## config.mk

```make
export PLATFORM = sky130hd
export DESIGN_NAME = desc_chain_walker
export DESIGN_NICKNAME = d
export VERILOG_FILES = /design/src/rtl/dcw_pkg.sv /design/src/rtl/dcw_desc_store.sv /design/src/rtl/dcw_csum_check.sv /design/src/rtl/dcw_walk_seq.sv /design/src/rtl/desc_chain_walker.sv
export SDC_FILE = /design/constraint.sdc
export NUM_CORES = 1
export LEC_CHECK = 0
export ABC_AREA = 1
export BUFFER_PORTS_ARGS = -buffer_cell sky130_fd_sc_hd__clkbuf_2
export CAP_MARGIN = 20
export CORE_AREA = 4 4 122 171
export CTS_CLUSTER_DIAMETER = 200
export DETAILED_ROUTE_END_ITERATION = 7
export DIE_AREA = 0 0 126 175
export MAX_ROUTING_LAYER = met4
export PLACE_DENSITY = 0.83
export SLEW_MARGIN = 5
export SYNTH_ARGS = -nofsm -noshare
export SYNTH_HDL_FRONTEND = slang
export SYNTH_SLANG_ARGS = --single-unit
export TNS_END_PERCENT = 5
```

## constraint.sdc

```tcl
create_clock -name clk -period 14.9 [get_ports clk]
set_input_delay 2.235 -clock clk [delete_from_list [all_inputs] [get_ports clk]]
set_output_delay 2.235 -clock clk [all_outputs]
set_load 0.01 [all_outputs]
```

## src/rtl/dcw_pkg.sv

```systemverilog
package dcw_pkg;

  localparam int WORD_BITS      = 32;
  localparam int WORD_BYTES     = WORD_BITS / 8;
  localparam int DESC_BYTES     = 16;
  localparam int WORDS_PER_DESC = DESC_BYTES / WORD_BYTES;
  localparam int IDX_W          = $clog2(WORDS_PER_DESC);
  localparam int LEN_W          = 16;

  // word slots inside one descriptor
  localparam int WI_FLAGS = 0;
  localparam int WI_NEXT  = 1;
  localparam int WI_BUF   = 2;
  localparam int WI_LEN   = 3;

  // flag byte bits
  localparam int FB_OWN = 0;
  localparam int FB_BYP = 2;
  localparam int FB_IOC = 7;
  // extended flag byte bit
  localparam int EB_ZLP = 5;

  typedef logic [WORD_BITS-1:0] word_t;
  typedef logic [WORDS_PER_DESC-1:0][WORD_BITS-1:0] desc_t;

  typedef enum logic [2:0] {
    S_IDLE,
    S_FETCH,
    S_EVAL,
    S_MOVE,
    S_WB_LEN,
    S_WB_FLG,
    S_ADV,
    S_WAIT
  } walk_state_t;

  // checksum expected in byte 1: 0xFF minus byte sum (byte 1 as 0, own bit as 1)
  function automatic logic [7:0] desc_csum(input desc_t d);
    logic [7:0] acc;
    logic [7:0] b;
    acc = 8'h00;
    for (int w = 0; w < WORDS_PER_DESC; w++) begin
      for (int k = 0; k < WORD_BYTES; k++) begin
        b = d[w][8*k +: 8];
        if (w == WI_FLAGS && k == 1) b = 8'h00;
        if (w == WI_FLAGS && k == 0) b[FB_OWN] = 1'b1;
        acc = acc + b;
      end
    end
    return 8'hFF - acc;
  endfunction

  function automatic word_t align_desc(input word_t a);
    return a & ~word_t'(DESC_BYTES - 1);
  endfunction

  function automatic word_t word_addr(input word_t base, input logic [IDX_W-1:0] idx);
    return base + (word_t'(idx) << $clog2(WORD_BYTES));
  endfunction

endpackage

```

## src/rtl/dcw_desc_store.sv

```systemverilog
module dcw_desc_store
  import dcw_pkg::*;
(
  input  logic              clk,
  input  logic              rst_n,
  input  logic              cap_en,
  input  logic [IDX_W-1:0]  cap_idx,
  input  word_t             cap_word,
  output desc_t             desc
);

  for (genvar g = 0; g < WORDS_PER_DESC; g++) begin : g_word
    logic  hit;
    word_t q;
    assign hit = cap_en && (cap_idx == IDX_W'(g));
    always_ff @(posedge clk or negedge rst_n) begin
      if (!rst_n)   q <= '0;
      else if (hit) q <= cap_word;
    end
    assign desc[g] = q;
  end

endmodule

```

## src/rtl/dcw_csum_check.sv

```systemverilog
module dcw_csum_check
  import dcw_pkg::*;
(
  input  desc_t       desc,
  input  logic        chk_en,
  output logic [7:0]  csum_want,
  output logic        csum_bad
);

  assign csum_want = desc_csum(desc);
  assign csum_bad  = chk_en && (desc[WI_FLAGS][15:8] != csum_want);

endmodule

```

## src/rtl/dcw_walk_seq.sv

```systemverilog
module dcw_walk_seq
  import dcw_pkg::*;
(
  input  logic              clk,
  input  logic              rst_n,
  input  logic              tx_dir,
  input  logic              cmd_start,
  input  logic              cmd_stop,
  input  logic              cmd_resume,
  input  word_t             start_addr,
  input  desc_t             desc,
  input  logic              csum_bad,
  input  logic              mem_ack,
  input  logic              mv_ack,
  input  logic [LEN_W-1:0]  mv_xfer_len,
  output logic              active,
  output word_t             cur_ptr,
  output logic              mem_req,
  output logic              mem_we,
  output word_t             mem_addr,
  output word_t             mem_wdata,
  output logic              cap_en,
  output logic [IDX_W-1:0]  cap_idx,
  output logic              mv_req,
  output word_t             mv_addr,
  output logic [LEN_W-1:0]  mv_len,
  output logic              mv_zlp,
  output logic              done_evt,
  output logic              csum_err_evt,
  output logic              len_err_evt,
  output logic              adv_evt,
  output logic              stop_pend,
  output logic              hs_busy,
  output logic              desc_own,
  output logic              desc_byp,
  output logic              desc_ioc
);

  walk_state_t       st;
  walk_state_t       eval_next;
  word_t             cur_q;
  logic [IDX_W-1:0]  idx_q;
  logic              stop_q;
  logic [LEN_W-1:0]  rlen_q;
  logic              stop_now;
  logic [7:0]        flags;
  logic [7:0]        ext_flags;
  logic [LEN_W-1:0]  buf_len;
  logic              len_zero_tx;

  assign flags       = desc[WI_FLAGS][7:0];
  assign ext_flags   = desc[WI_FLAGS][23:16];
  assign buf_len     = desc[WI_LEN][LEN_W-1:0];
  assign desc_own    = flags[FB_OWN];
  assign desc_byp    = flags[FB_BYP];
  assign desc_ioc    = flags[FB_IOC];
  assign len_zero_tx = tx_dir && (buf_len == '0);

  assign active    = (st != S_IDLE);
  assign cur_ptr   = cur_q;
  assign stop_pend = stop_q;

  // memory port
  always_comb begin
    mem_req   = 1'b0;
    mem_we    = 1'b0;
    mem_addr  = cur_q;
    mem_wdata = '0;
    unique case (st)
      S_FETCH: begin
        mem_req  = 1'b1;
        mem_addr = word_addr(cur_q, idx_q);
      end
      S_WB_LEN: begin
        mem_req   = 1'b1;
        mem_we    = 1'b1;
        mem_addr  = word_addr(cur_q, IDX_W'(WI_LEN));
        mem_wdata = {rlen_q, buf_len};
      end
      S_WB_FLG: begin
        mem_req   = 1'b1;
        mem_we    = 1'b1;
        mem_addr  = word_addr(cur_q, IDX_W'(WI_FLAGS));
        mem_wdata = {desc[WI_FLAGS][WORD_BITS-1:1], 1'b0};
      end
      default: ;
    endcase
  end

  assign cap_en  = (st == S_FETCH) && mem_ack;
  assign cap_idx = idx_q;

  // mover port
  assign mv_req  = (st == S_MOVE);
  assign mv_addr = desc[WI_BUF];
  assign mv_len  = buf_len;
  assign mv_zlp  = tx_dir && ext_flags[EB_ZLP];

  assign hs_busy  = (mem_req && !mem_ack) || (mv_req && !mv_ack);
  assign stop_now = (cmd_stop || stop_q) && !hs_busy && active;

  // events
  assign csum_err_evt = (st == S_EVAL) && desc_own && csum_bad;
  assign len_err_evt  = (st == S_EVAL) && desc_own && !csum_bad && !desc_byp && len_zero_tx;
  assign adv_evt      = (st == S_ADV);
  assign done_evt     = adv_evt && desc_ioc;

  // decision on a freshly fetched descriptor
  always_comb begin
    if (!desc_own)        eval_next = S_WAIT;
    else if (csum_bad)    eval_next = S_WAIT;
    else if (desc_byp)    eval_next = S_WB_FLG;
    else if (len_zero_tx) eval_next = S_WAIT;
    else                  eval_next = S_MOVE;
  end

  always_ff @(posedge clk or negedge rst_n) begin
    if (!rst_n) begin
      st     <= S_IDLE;
      cur_q  <= '0;
      idx_q  <= '0;
      stop_q <= 1'b0;
      rlen_q <= '0;
    end else if (stop_now) begin
      st     <= S_IDLE;
      idx_q  <= '0;
      stop_q <= 1'b0;
    end else begin
      if (cmd_stop && active) stop_q <= 1'b1;
      unique case (st)
        S_IDLE: begin
          if (cmd_start && !cmd_stop) begin
            cur_q <= align_desc(start_addr);
            idx_q <= '0;
            st    <= S_FETCH;
          end
        end
        S_FETCH: begin
          if (mem_ack) begin
            if (idx_q == IDX_W'(WORDS_PER_DESC - 1)) begin
              idx_q <= '0;
              st    <= S_EVAL;
            end else begin
              idx_q <= idx_q + 1'b1;
            end
          end
        end
        S_EVAL: st <= eval_next;
        S_MOVE: begin
          if (mv_ack) begin
            rlen_q <= mv_xfer_len;
            st     <= tx_dir ? S_WB_FLG : S_WB_LEN;
          end
        end
        S_WB_LEN: if (mem_ack) st <= S_WB_FLG;
        S_WB_FLG: if (mem_ack) st <= S_ADV;
        S_ADV: begin
          cur_q <= align_desc(desc[WI_NEXT]);
          idx_q <= '0;
          st    <= S_FETCH;
        end
        S_WAIT: begin
          if (cmd_resume) begin
            idx_q <= '0;
            st    <= S_FETCH;
          end
        end
        default: st <= S_IDLE;
      endcase
    end
  end

endmodule

```

## src/rtl/desc_chain_walker.sv

```systemverilog
module desc_chain_walker
  import dcw_pkg::*;
(
  input  logic         clk,
  input  logic         rst_n,
  input  logic         tx_dir,
  input  logic         csum_chk_en,
  input  logic         cmd_start,
  input  logic         cmd_stop,
  input  logic         cmd_resume,
  input  logic [31:0]  start_addr,
  output logic         active,
  output logic [31:0]  cur_ptr,
  output logic         mem_req,
  output logic         mem_we,
  output logic [31:0]  mem_addr,
  output logic [31:0]  mem_wdata,
  input  logic [31:0]  mem_rdata,
  input  logic         mem_ack,
  output logic         mv_req,
  output logic [31:0]  mv_addr,
  output logic [15:0]  mv_len,
  output logic         mv_zlp,
  input  logic         mv_ack,
  input  logic [15:0]  mv_xfer_len,
  output logic         done_evt,
  output logic         csum_err_evt,
  output logic         len_err_evt
);

  desc_t             desc;
  logic              cap_en;
  logic [IDX_W-1:0]  cap_idx;
  logic              csum_bad;
  logic [7:0]        csum_want;
  logic              adv_evt;
  logic              stop_pend;
  logic              hs_busy;
  logic              desc_own;
  logic              desc_byp;
  logic              desc_ioc;

  dcw_desc_store u_store (
    .clk      (clk),
    .rst_n    (rst_n),
    .cap_en   (cap_en),
    .cap_idx  (cap_idx),
    .cap_word (mem_rdata),
    .desc     (desc)
  );

  dcw_csum_check u_csum (
    .desc      (desc),
    .chk_en    (csum_chk_en),
    .csum_want (csum_want),
    .csum_bad  (csum_bad)
  );

  dcw_walk_seq u_seq (
    .clk          (clk),
    .rst_n        (rst_n),
    .tx_dir       (tx_dir),
    .cmd_start    (cmd_start),
    .cmd_stop     (cmd_stop),
    .cmd_resume   (cmd_resume),
    .start_addr   (start_addr),
    .desc         (desc),
    .csum_bad     (csum_bad),
    .mem_ack      (mem_ack),
    .mv_ack       (mv_ack),
    .mv_xfer_len  (mv_xfer_len),
    .active       (active),
    .cur_ptr      (cur_ptr),
    .mem_req      (mem_req),
    .mem_we       (mem_we),
    .mem_addr     (mem_addr),
    .mem_wdata    (mem_wdata),
    .cap_en       (cap_en),
    .cap_idx      (cap_idx),
    .mv_req       (mv_req),
    .mv_addr      (mv_addr),
    .mv_len       (mv_len),
    .mv_zlp       (mv_zlp),
    .done_evt     (done_evt),
    .csum_err_evt (csum_err_evt),
    .len_err_evt  (len_err_evt),
    .adv_evt      (adv_evt),
    .stop_pend    (stop_pend),
    .hs_busy      (hs_busy),
    .desc_own     (desc_own),
    .desc_byp     (desc_byp),
    .desc_ioc     (desc_ioc)
  );

endmodule

```

# --- After elaboration in Yosys (flattened, before gate mapping) ---
# Index checks and enable logic that the tools add are counted.
word_totals:
  memories: 0
  latch_bits: 0
  mem_bits_rw: 0
  romBits: 0
  inputBits: 89
  wordCells: 116
  output_inout_bits: 152
  register_bits: 182
classes:
  n_eq_ne: 19
  n_lt_le_gt_ge: 0
  n_mux: 28
  shifts: 0
  bitwise_logic: 1
  addsub: 18
  n_reduce_logical: 41
  n_div: 0
  multipliers: 0
ops:
  columns: ["cell", "count"]
  rows:
  - ["one-hot mux 32 bit (2 select lines)", 3]
  - ["adder 8 bit", 14]
  - ["two-way mux 3 bit", 12]
  - ["adder 32 x 4 -> 32 bit", 1]
  - ["adder 32 x 4 -> 32 bit (second input constant)", 1]
  - ["two-way mux 32 bit", 1]
  - ["one-hot mux 3 bit (8 select lines)", 1]
  - ["logical AND 1 bit", 20]
  - ["logical NOT 16 bit", 1]
  - ["inequality test 3 x 2 -> 1 bit (second input constant)", 5]
  - ["equality test 3 bit (second input constant)", 4]
  - ["two-way mux 2 bit", 5]
  - ["inequality test 8 bit", 1]
  - ["one-hot mux 2 bit (4 select lines)", 1]
  - ["subtractor 8 bit (first input constant)", 1]
  - ["AND reduction 7 bit", 1]
  - ["equality test 3 x 2 -> 1 bit (second input constant)", 2]
  - ["logical NOT 1 bit", 6]
  - ["AND reduction 3 bit", 2]
  - ["two-way mux 1 bit", 5]
  - ["nonzero test 5 bit", 1]
  - ["equality test 2 bit (second input constant)", 2]
  - ["AND reduction 4 bit", 1]
  - ["nonzero test 2 bit", 2]
  - ["13 further kinds", 14]

# --- Longest topological paths before layout ---
# Gate-level depths: netlist (run 1).
logic_depth:
  ltp_word: 21
  mapped_depth: 29
  mapped_depth_nobuf: 29

# --- Cells and area by module ---
# From an unflattened synthesis (run 1), not the netlist that was laid out.
unflattened:
  hier_cells: 1518
  area_unflattened_um2: 12349.3
modules_own_cells:
  columns: ["mod", "cells_each", "area_each_um2", "instances", "seq_area_each_um2"]
  rows:
  - ["dcw_desc_store", 569, 5188.7, 1, 3203.1]
  - ["dcw_walk_seq", 511, 3826.2, 1, 1251.2]
  - ["dcw_csum_check", 438, 3334.4, 1, 0.0]

# --- Worst setup path before layout (run 1) ---
# OpenSTA, ideal clock, no wires.
synth_timing:
  path_type: "register -> output"
  start: "reg u_store.g_word[3].q[9]"
  end: "out len_err_evt"
  arrival_time_ps: 5078
  path_buffers: 0
  path_stages_with_launch: 19
  required_time_ps: 12665
  slack_ps: 7587
  cell_sequence: "dfrtp_1 -> fa_1 -> fa_1 -> fa_1 -> fa_1 -> fa_1 -> fa_1 -> inv_1 -> fa_1 -> a31oi_1 -> xor2_1 -> nor2_1 -> nor3_1 -> nand3_1 -> nor2_1 -> nand3_2 -> nand2_2 -> inv_2 -> nor4_2"
synth_via:
  elab_chain_cells: 10
  word_cells_on_any_way: 12
  cone_classes: "add/sub: 4; eq/ne: 1; reduce/logical: 7"
synth_lines:
  columns: ["element", "line", "text"]
  rows:
  - ["from (decl)", "dcw_desc_store.sv:14", "word_t q;"]
  - ["from (signal assigned)", "dcw_desc_store.sv:18", "else if (hit) q <= cap_word;"]
  - ["adder 8 bit (3 in series)", "dcw_pkg.sv:47", "acc = acc + b;"]
  - ["subtractor 8 bit", "dcw_pkg.sv:50", "return 8'hFF - acc;"]
  - ["inequality test 8 bit", "dcw_csum_check.sv:11", "assign csum_bad = chk_en && (desc[WI_FLAGS][15:8] != csum_want);"]
  - ["logical AND 1 bit", "dcw_csum_check.sv:11", null]
  - ["logical NOT 1 bit", "dcw_walk_seq.sv:104", "assign len_err_evt = (st == S_EVAL) && desc_own && !csum_bad && !desc_byp && len_zero_tx;"]
  - ["logical AND 1 bit (2 in series)", "dcw_walk_seq.sv:104", null]
  - ["logical AND 1 bit *", "dcw_walk_seq.sv:104", null]
  - ["to (decl)", "desc_chain_walker.sv:28", "output logic len_err_evt"]
# Mark *: on every way between the ends. The rest lies on a longest branch, timed or not.

# --- Final worst setup path (run 1) ---
# Same ends and word-level chain as after synthesis.

==> results.cfg, run 1 <==
[worst_setup_path]
critPathMaxFanout = 5
r2r_start = u_store.g_word[3].q[9]$_DFFE_PN0P_
cp.arrival_ps = 6350
crit_path_end_kind = output port
crit_required_ps = 12660
endpoint = len_err_evt
reg2regPathDepth = 20
worstSetupStartpoint = u_store.g_word[3].q[9]$_DFFE_PN0P_
regToRegEndpoint = u_seq.st[2]$_DFFE_PN0P_
rrSetupSlack_ps = 9200
start_kind = flip-flop
criticalPathCategory = reg -> out

[global_route]
grt_overflow = 0
grt_pass1_wl_um = 48850
grt_start_max_net_pins = 106
antenna_found_initial = 0
grt_pass1_vias = 9069
track_usage_pct = 29.71

[clock_tree]
cts_max_level = 4
root_buffer = clkbuf_16
post_cts_buffers = 0
clkSinkCount = 178
cts_hold_buf = 0
insertion_delay_ps = 440
clkSlewWorstSetupHoldPaths_ps = 70
cts_resized = 0
clock_path_buffers = 2
cts_tree = built
cts_buffers = 17

[detailed_routing]
drt-wirelength-per-cell_um = 19.42
viasPerCell = 5.567
drt-total-wl_um = 31190
drt_pass1_iterations = 5
drt_iter0_drc = 847
vias = 8940
ant_nets = 0
drc = 0

[timing]
hold_viol = 0
max_slew_margin_pct = 37.81
period_needed_ps = 8585
tns_ps = 0
fmax_ghz = 0.1165
slew_violations = 0
period_share_pct = 57.62
rsz0062_at_grt = no
final.setup_skew_ps = 8.676
setup_viol = 0
worst_slew_pin_slew_ps = 932.9

[synthesis]
synth_edf_count = 0
yosysMostFrequentCell = nand2_1
ys.warnings.count = 0
synth_area_per_cell_um2 = 9.106
ys.flop_type = dfrtp_1
synth_top_area_share_pct = 40.23
synth_area_leaders = dfrtp_1 40%, fa_1 15%, nand2_1 8.8%, o21ai_0 6.7%, buf_4 5.8%
netlist-cell-type-count = 42
ys_ff_latch = 178
synth_commonest_cells = 259 x nand2_1, 178 x dfrtp_1, 148 x o21ai_0
synth.yosys.seq_area_share_pct = 40.23
yosys.area.top_type = dfrtp_1
synthCells = 1216
synthArstFlopShare_pct = 100.0
syn-cell-area_um2 = 11070

[place]
routabilityCongestion = 0.9642
dp_hpwl_um = 23830
portBuffers = 230

[floorplan]
die_h_um = 175
fp.dieW_um = 126
rows = 60
die-area_um2 = 22050
start_util_pct = 57.62
core_um2 = 19220
pin_count = 241

[finish]
nNetsFinal = 1539
antennaDiodeCount = 0
drive_gt1_share_pct = 24.23
syn2layout_area_growth_pct = 12.91

[min_path]
whs_path_depth = 2
min_path_type = reg -> reg

[run_status]
status = complete, no violations

[run]
cap_violations = 0
-- cells in the final DEF (no fill, tap or decap), types with 2 or more instances in the layout --
cell type / instances
inv_2: 9
o21ai_1: 2
a21oi_1: 17
clkinv_4: 2
inv_1: 107
mux2_2: 13
or2_1: 3
nand3_2: 7
clkbuf_2: 229
inv_6: 3
a31oi_1: 17
nand3_1: 67
nand2_2: 4
nor3_1: 6
nand4_1: 27
buf_12: 3
nor2_1: 59
nor2_4: 3
nor4_1: 2
buf_16: 2
mux2_1: 3
o21ai_0: 148
xnor2_1: 6
xor2_1: 13
nor2_2: 3
clkbuf_16: 17
dfrtp_1: 178
nand2_1: 259
ha_1: 22
a31oi_2: 8
clkinv_8: 2
buf_4: 7
inv_8: 4
fa_1: 83
conb_1: 6
clkinvlp_4: 2
-- worst min path at each step --
stage,from,endpoint,slack (ps)
5_1_grt,u_seq.rlen_q[10]$_DFFE_PN0P_,u_seq.rlen_q[10]$_DFFE_PN0P_,520
3_3_place_gp,u_store.g_word[0].q[14]$_DFFE_PN0P_,u_store.g_word[0].q[14]$_DFFE_PN0P_,470
4_1_cts,u_store.g_word[0].q[13]$_DFFE_PN0P_,u_store.g_word[0].q[13]$_DFFE_PN0P_,490
3_5_place_dp,u_store.g_word[0].q[13]$_DFFE_PN0P_,u_store.g_word[0].q[13]$_DFFE_PN0P_,480
6_report,u_store.g_word[0].q[13]$_DFFE_PN0P_,u_store.g_word[0].q[13]$_DFFE_PN0P_,490
2_1_floorplan,u_store.g_word[0].q[10]$_DFFE_PN0P_,u_store.g_word[0].q[10]$_DFFE_PN0P_,450
-- registers in the layout, summed over array words and instances, names as in the netlist --
name,flops
u_seq.rlen_q,16
u_seq.cap_idx,2
u_seq.stop_pend,1
u_seq.cur_ptr,28
u_seq.st,3
u_store.g_word.q,128
-- per-stage QoR --
step / hold WS (ps) / cell area (um2) / setup WS (ps) / util [%] / std cells
after floorplan: 453.0 / 11090 / 7587 / - / 1221
after global placement: 467.1 / 11780 / 6989 / 61.31 / 1569
after detailed placement: 475.7 / 11850 / 6903 / 61.66 / 1572
after CTS: 494.5 / 12460 / 6357 / 64.81 / 1604
after global routing: 518.5 / 12500 / 5956 / 65.06 / 1606
final: 489.0 / 12500 / 6315 / 65.06 / 1606
-- kinds of logic (layout without fill, tap and decap cells) --
| family | Yosys count | after routing | synth area share (%) |
|---|---|---|---|
| fa+ha+maj | 105 | 105 | 17.49 |
| other cells | 1 | 6 | 0.03387 |
| buf+inv | 254 | 391 | 11.75 |
| xor+xnor | 19 | 19 | 1.503 |
| flops | 178 | 178 | 40.23 |
| compound gates | 199 | 199 | 9.955 |
| simple gates | 444 | 444 | 17.41 |
| mux | 16 | 16 | 1.627 |
-- critical path, stage by stage, from the launching register on --
cell and delay [ps]:
dfrtp_1 510, fa_1 550, fa_1 580, fa_1 460, fa_1 600, fa_1 470, fa_1 500, inv_1 70
fa_1 430, xnor2_1 230, xor2_1 110, nor3_1 160, nand2_1 70, nor3_1 130, nand3_1 90, nor2_1 180
nand3_2 120, nand2_2 100, inv_2 40, nor4_2 310, clkbuf_2 210
-- final cells by class --
class	instances	area [um2]
Sequential cell	178	4454
Clock buffer	18	439.2
Multi-Input combinational cell	789	5366
Tap cell	248	310.3
Fill cell	1551	6715
Inverter	117	441.7
Timing Repair Buffer	242	1325
Clock inverter	14	166.4
-- metal layers --
| layer | GRT usage, % | up-vias | wire length, um |
|---|---|---|---|
| met5 | - | - | 0 |
| met4 | 18.56 | 0 | 2154 |
| met3 | 4.954 | 119 | 2015 |
| met2 | 48.65 | 431 | 15670 |
| met1 | 33.93 | 4288 | 11350 |
| li1 | - | 4102 | - |
Power of run 1 is left out: the tool's default activity adds up to more than one toggle a clock period on the data nets, which glitch-free logic cannot reach.
==> inputs of run 2 (changes only) <==
--- a/config.mk
+++ b/config.mk
@@ -8,12 +8,12 @@
 export ABC_AREA = 1
 export BUFFER_PORTS_ARGS = -buffer_cell sky130_fd_sc_hd__clkbuf_2
 export CAP_MARGIN = 20
-export CORE_AREA = 4 4 122 171
+export CORE_AREA = 4 4 124 174
 export CTS_CLUSTER_DIAMETER = 200
 export DETAILED_ROUTE_END_ITERATION = 7
-export DIE_AREA = 0 0 126 175
+export DIE_AREA = 0 0 128 178
 export MAX_ROUTING_LAYER = met4
-export PLACE_DENSITY = 0.83
+export PLACE_DENSITY = 0.81
 export SLEW_MARGIN = 5
 export SYNTH_ARGS = -nofsm -noshare
 export SYNTH_HDL_FRONTEND = slang
==> constraint.sdc (replaced) <==
create_clock -name clk -period 8.75 [get_ports clk]
set_input_delay 1.3125 -clock clk [delete_from_list [all_inputs] [get_ports clk]]
set_output_delay 1.3125 -clock clk [all_outputs]
set_load 0.01 [all_outputs]
==> results.cfg, run 2 (synthesis gave the netlist of run 1 again) <==
[run_status]
status = complete, no violations

[place]
place_inst = 1574
dpl_worst_slack_ps = 1722
dp_hpwl_um = 23490
portBuffers = 230
routabilityCongestion = 0.9391

[global_route]
use_met2_pct = 48.12
track_usage_pct = 29.02
met1_usage_pct = 34.01
grt_start_max_net_pins = 105
grt_pass1_wl_um = 48290
grt_busiest_layer = met2
grtUsageMet3_pct = 4.374
grt_pass1_vias = 8729
antenna_found_initial = 0
grt_overflow = 0

[finish]
nNetsFinal = 1537
final_common_cell = nand2_1
largest_register = u_store.g_word.q
syn2layout_area_growth_pct = 12.63
final_cells = 1607
drive_gt1_share_pct = 24.00
final_cell_mix = 259 x nand2_1, 229 x clkbuf_2, 177 x dfrtp_1
largest_register_ffs = 128

[timing]
fmax_ghz = 0.1330
worst_slew_pin_slew_ps = 1057
layout_setup_ws_ps = 1229
setup_viol = 0
rsz0062_at_grt = no
hold_viol = 0
period_needed_ps = 7521
max_slew_margin_pct = 29.53
tns_ps = 0
period_share_pct = 85.96
slew_violations = 0
final.setup_skew_ps = 5.834

[run]
cap_violations = 0

[detailed_routing]
drt-wirelength-per-cell_um = 19.60
vias = 8981
drc = 0
viasPerCell = 5.589
ant_nets = 0
drt-total-wl_um = 31500
drt_iter0_drc = 803
drt_pass1_iterations = 5

[floorplan]
core_um2 = 19840
start_util_pct = 55.80
fp.dieW_um = 128
die-area_um2 = 22780
die_h_um = 178
rows = 61
pin_count = 241

[worst_setup_path]
crit_path_end_kind = output port
critPathMaxFanout = 5
crit_required_ps = 7440
cp.arrival_ps = 6210
start_kind = flip-flop
criticalPathCategory = reg -> out

[clock_tree]
cts_hold_buf = 0
clock_path_buffers = 2
clkSlewWorstSetupHoldPaths_ps = 70
cts_max_level = 4
cts_resized = 0
cts_tree = built
post_cts_buffers = 0
clkSinkCount = 178
insertion_delay_ps = 440
cts_buffers = 17
root_buffer = clkbuf_16

[min_path]
min_path_type = reg -> reg
## run 2: cell count changes in the layout (fill, tap and decap cells not counted), sizes merged
cell / before / now
inv: 124 / 118
clkbuf: 247 / 250
buf: 13 / 11
bufinv: 1 / 3
clkinvlp: 2 / 1
diode: 0 / 1
## run 2: path summary, 6_finish.rpt
| kind | from | end | slack [ps] | cells past startpoint |
|---|---|---|---|---|
| setup reg to reg | u_store.g_word[3].q[10]$_DFFE_PN0P_ | u_seq.st[1]$_DFFE_PN0P_ | 3100 | 23 |
| min in group asynchronous | rst_n | u_store.g_word[2].q[20]$_DFFE_PN0P_ | 990 | 1 |
| max in group asynchronous | rst_n | u_seq.st[2]$_DFFE_PN0P_ | 6110 | 2 |
| hold / removal | u_store.g_word[3].q[16]$_DFFE_PN0P_ | u_store.g_word[3].q[16]$_DFFE_PN0P_ | 490 | 2 |
| hold reg to reg | u_store.g_word[3].q[16]$_DFFE_PN0P_ | u_store.g_word[3].q[16]$_DFFE_PN0P_ | 490 | 2 |
| setup / recovery | u_store.g_word[3].q[10]$_DFFE_PN0P_ | len_err_evt | 1230 | 21 |
## run 2: through the flow
stage          util, %  instance area, um2  hold slack, ps
6_report         62.85               12470           491.1
5_1_grt          62.84               12470           517.7
4_1_cts          62.64               12430           491.0
3_5_place_dp     59.61               11830           475.4
3_3_place_gp     59.37               11780           467.4
2_1_floorplan        -               11090           453.0
## run 2: worst max-delay path: stages (launching register included)
cell	delay, ps
dfrtp_1	470
fa_1	530
fa_1	580
fa_1	450
fa_1	560
fa_1	440
fa_1	500
inv_1	40
ha_1	340
a21oi_1	180
o21ai_2	90
a21oi_1	190
o21bai_2	100
a21o_1	160
a21oi_1	300
inv_1	80
nand2_1	80
nand3_2	70
nand2_2	90
inv_2	40
nor4_2	270
clkbuf_2	200
## run 2: final cells by class
type                       instances  area, um2
multi-input combinational        789       5366
antenna                            1      2.502
tap                              252      315.3
clock inverter                     9      130.1
fill                            1618       7372
clock buffer                      21      470.5
sequential                       178       4456
inverter                         117      441.7
timing repair buffer             240       1290
## run 2: metal layers
| metal | wire length (um) | share of wire, % | vias to the layer above |
|---|---|---|---|
| met1 | 11340 | 36 | 4346 |
| met4 | 1785 | 5.7 | 0 |
| met3 | 2081 | 6.6 | 103 |
| li1 | - | - | 4090 |
| met2 | 16290 | 52 | 442 |
| met5 | 0 | 0 | - |
Power of run 2 is left out for the same reason.
==> inputs of run 3 (changes only) <==
--- a/config.mk
+++ b/config.mk
@@ -5,15 +5,16 @@
 export SDC_FILE = /design/constraint.sdc
 export NUM_CORES = 1
 export LEC_CHECK = 0
-export ABC_AREA = 1
+export ABC_AREA = 0
 export BUFFER_PORTS_ARGS = -buffer_cell sky130_fd_sc_hd__clkbuf_2
 export CAP_MARGIN = 20
-export CORE_AREA = 4 4 124 174
+export CORE_AREA = 4 4 124 173
 export CTS_CLUSTER_DIAMETER = 200
 export DETAILED_ROUTE_END_ITERATION = 7
-export DIE_AREA = 0 0 128 178
+export DIE_AREA = 0 0 128 177
+export GPL_TIMING_DRIVEN = 0
 export MAX_ROUTING_LAYER = met4
-export PLACE_DENSITY = 0.81
+export PLACE_DENSITY = 0.8
 export SLEW_MARGIN = 5
 export SYNTH_ARGS = -nofsm -noshare
 export SYNTH_HDL_FRONTEND = slang
==> results.cfg, run 3 <==
[run_status]
status = complete, no violations

[timing]
setup_viol = 0
rsz0062_at_grt = no
slew_violations = 0
max_slew_margin_pct = 31.61
fmax_ghz = 0.1300
hold_viol = 0
worst_slew_pin_slew_ps = 1026
tns_ps = 0
period_needed_ps = 7693
final.setup_skew_ps = 14.18
period_share_pct = 87.92

[global_route]
track_usage_pct = 28.82
grt_pass1_wl_um = 46820
antenna_found_initial = 0
grt_overflow = 0
grt_start_max_net_pins = 104
grt_pass1_vias = 8209

[worst_setup_path]
critPathMaxFanout = 5
crit_path_end_kind = output port
start_kind = flip-flop
crit_required_ps = 7440
cp.arrival_ps = 6380
criticalPathCategory = reg -> out
rrSetupSlack_ps = 3030

[clock_tree]
insertion_delay_ps = 430
root_buffer = clkbuf_16
cts_resized = 0
clkSlewWorstSetupHoldPaths_ps = 70
cts_buffers = 17
clkSinkCount = 178
cts_max_level = 4
clock_path_buffers = 2
post_cts_buffers = 0
cts_tree = built
cts_hold_buf = 0

[min_path]
min_path_type = reg -> reg

[synthesis]
synth_top_area_share_pct = 41.24
yosys.area.top_type = dfrtp_1
ys.flop_type = dfrtp_1
netlist-cell-type-count = 48
synthArstFlopShare_pct = 100.0
synth.yosys.seq_area_share_pct = 41.24
synth_edf_count = 0
yosysMostFrequentCell = dfrtp_1
ys_ff_latch = 178
ys.warnings.count = 0
synthCells = 859
synth_area_per_cell_um2 = 12.57
syn-cell-area_um2 = 10800
synth_area_leaders = dfrtp_1 41%, fa_1 15%, mux2_2 15%, buf_4 5.8%, mux2i_1 5.6%
synth_commonest_cells = 178 x dfrtp_1, 144 x mux2_2, 83 x buf_4, 83 x fa_1, 77 x nor2_1

[place]
routabilityCongestion = 0.9084
portBuffers = 230
dp_hpwl_um = 23680

[detailed_routing]
drt-total-wl_um = 30650
viasPerCell = 5.480
drt-wirelength-per-cell_um = 22.24
drc = 0
drt_iter0_drc = 381
drt_pass1_iterations = 5
ant_nets = 0
vias = 7552

[finish]
largest_register = u_store.g_word.q
syn2layout_area_growth_pct = 19.63
final_cell_mix = 229 x clkbuf_2, 178 x dfrtp_1, 144 x mux2_2
drive_gt1_share_pct = 45.03
antennaDiodeCount = 0
nNetsFinal = 1308
final_common_cell = clkbuf_2
largest_register_ffs = 128

[floorplan]
rows = 61
core_um2 = 19840
die_h_um = 177
fp.dieW_um = 128
die-area_um2 = 22660
start_util_pct = 54.43
pin_count = 241

[run]
cap_violations = 0
[run 3: cell count changes after synthesis, sizes merged, moves of 13 or more]
cell / change
a21oi: +20
nand2: -248
nor2: +13
clkbuf: -37
buf: +16
a31oi: -23
mux2i: +60
nand4: -25
inv: -90
mux2: +128
xnor2: +27
nand3: -73
o21ai: -140
[run 3: area by class of cell]
class | count | area (um2)
Fill cell | 1547 | 6922
Multi-Input combinational cell | 543 | 5503
Sequential cell | 178 | 4454
Timing Repair Buffer | 231 | 1187
Buffer | 116 | 762.0
Clock buffer | 24 | 501.7
Tap cell | 252 | 315.3
Inverter | 27 | 101.3
Clock inverter | 7 | 97.59
[run 3: final timing paths]
| path | start | cells after the start | to |
|---|---|---|---|
| max reg2reg | u_store.g_word[3].q[9]$_DFFE_PN0P_ | 15 | u_seq.st[2]$_DFFE_PN0P_ |
| min | u_seq.stop_pend$_DFFE_PN0P_ | 2 | u_seq.stop_pend$_DFFE_PN0P_ |
| max in group asynchronous | rst_n | 2 | u_seq.cur_ptr[12]$_DFFE_PN0P_ |
| max | u_store.g_word[3].q[9]$_DFFE_PN0P_ | 16 | len_err_evt |
| min in group asynchronous | rst_n | 1 | u_seq.rlen_q[13]$_DFFE_PN0P_ |
| min reg2reg | u_seq.stop_pend$_DFFE_PN0P_ | 2 | u_seq.stop_pend$_DFFE_PN0P_ |
[run 3: kinds of logic after synthesis]
| family | Yosys count | synth area share, % |
|---|---|---|
| AOI/OAI and AO/OA | 67 | 3.591 |
| xor gates and xnor gates | 43 | 3.684 |
| adders and majority gates | 105 | 17.93 |
| buffers and inverters | 143 | 7.993 |
| DFF | 178 | 41.24 |
| muxes | 204 | 20.57 |
| other | 1 | 0.03472 |
| and+or+nand+nor | 118 | 4.958 |
[run 3: through the flow]
| stage | hold WS (ps) | area, um2 | setup WS [ps] | cells | util [%] |
|---|---|---|---|---|---|
| 2_1_floorplan | 462.8 | 10820 | 2322 | 864 | - |
| 3_3_place_gp | 478.5 | 12290 | 1761 | 1346 | 61.92 |
| 3_5_place_dp | 494.9 | 12320 | 1653 | 1347 | 62.10 |
| 4_1_cts | 509.2 | 12920 | 1024 | 1378 | 65.12 |
| 5_1_grt | 513.6 | 12920 | 814.0 | 1378 | 65.12 |
| 6_report | 502.2 | 12920 | 1057 | 1378 | 65.12 |
[run 3: per-layer routing]
layer,global-route usage (%),wire length [um],up-vias,part of all wire [%]
met5,-,0,-,0
met4,16.15,1782,0,5.8
met3,4.982,1618,81,5.3
met2,50.04,16710,273,55
met1,30.96,10540,3881,34
li1,-,-,3317,-
[run 3: critical path, stage by stage, from the launching register on]
cell	delay (ps)
dfrtp_1	480
fa_1	540
fa_1	600
fa_1	470
fa_1	570
fa_1	450
fa_1	490
inv_1	60
fa_1	430
a21o_1	220
a21oi_1	200
xnor2_1	110
nor4_1	400
nand4_1	230
o21ai_2	240
nor4b_4	270
clkbuf_2	190
Power of run 3 is left out for the same reason.
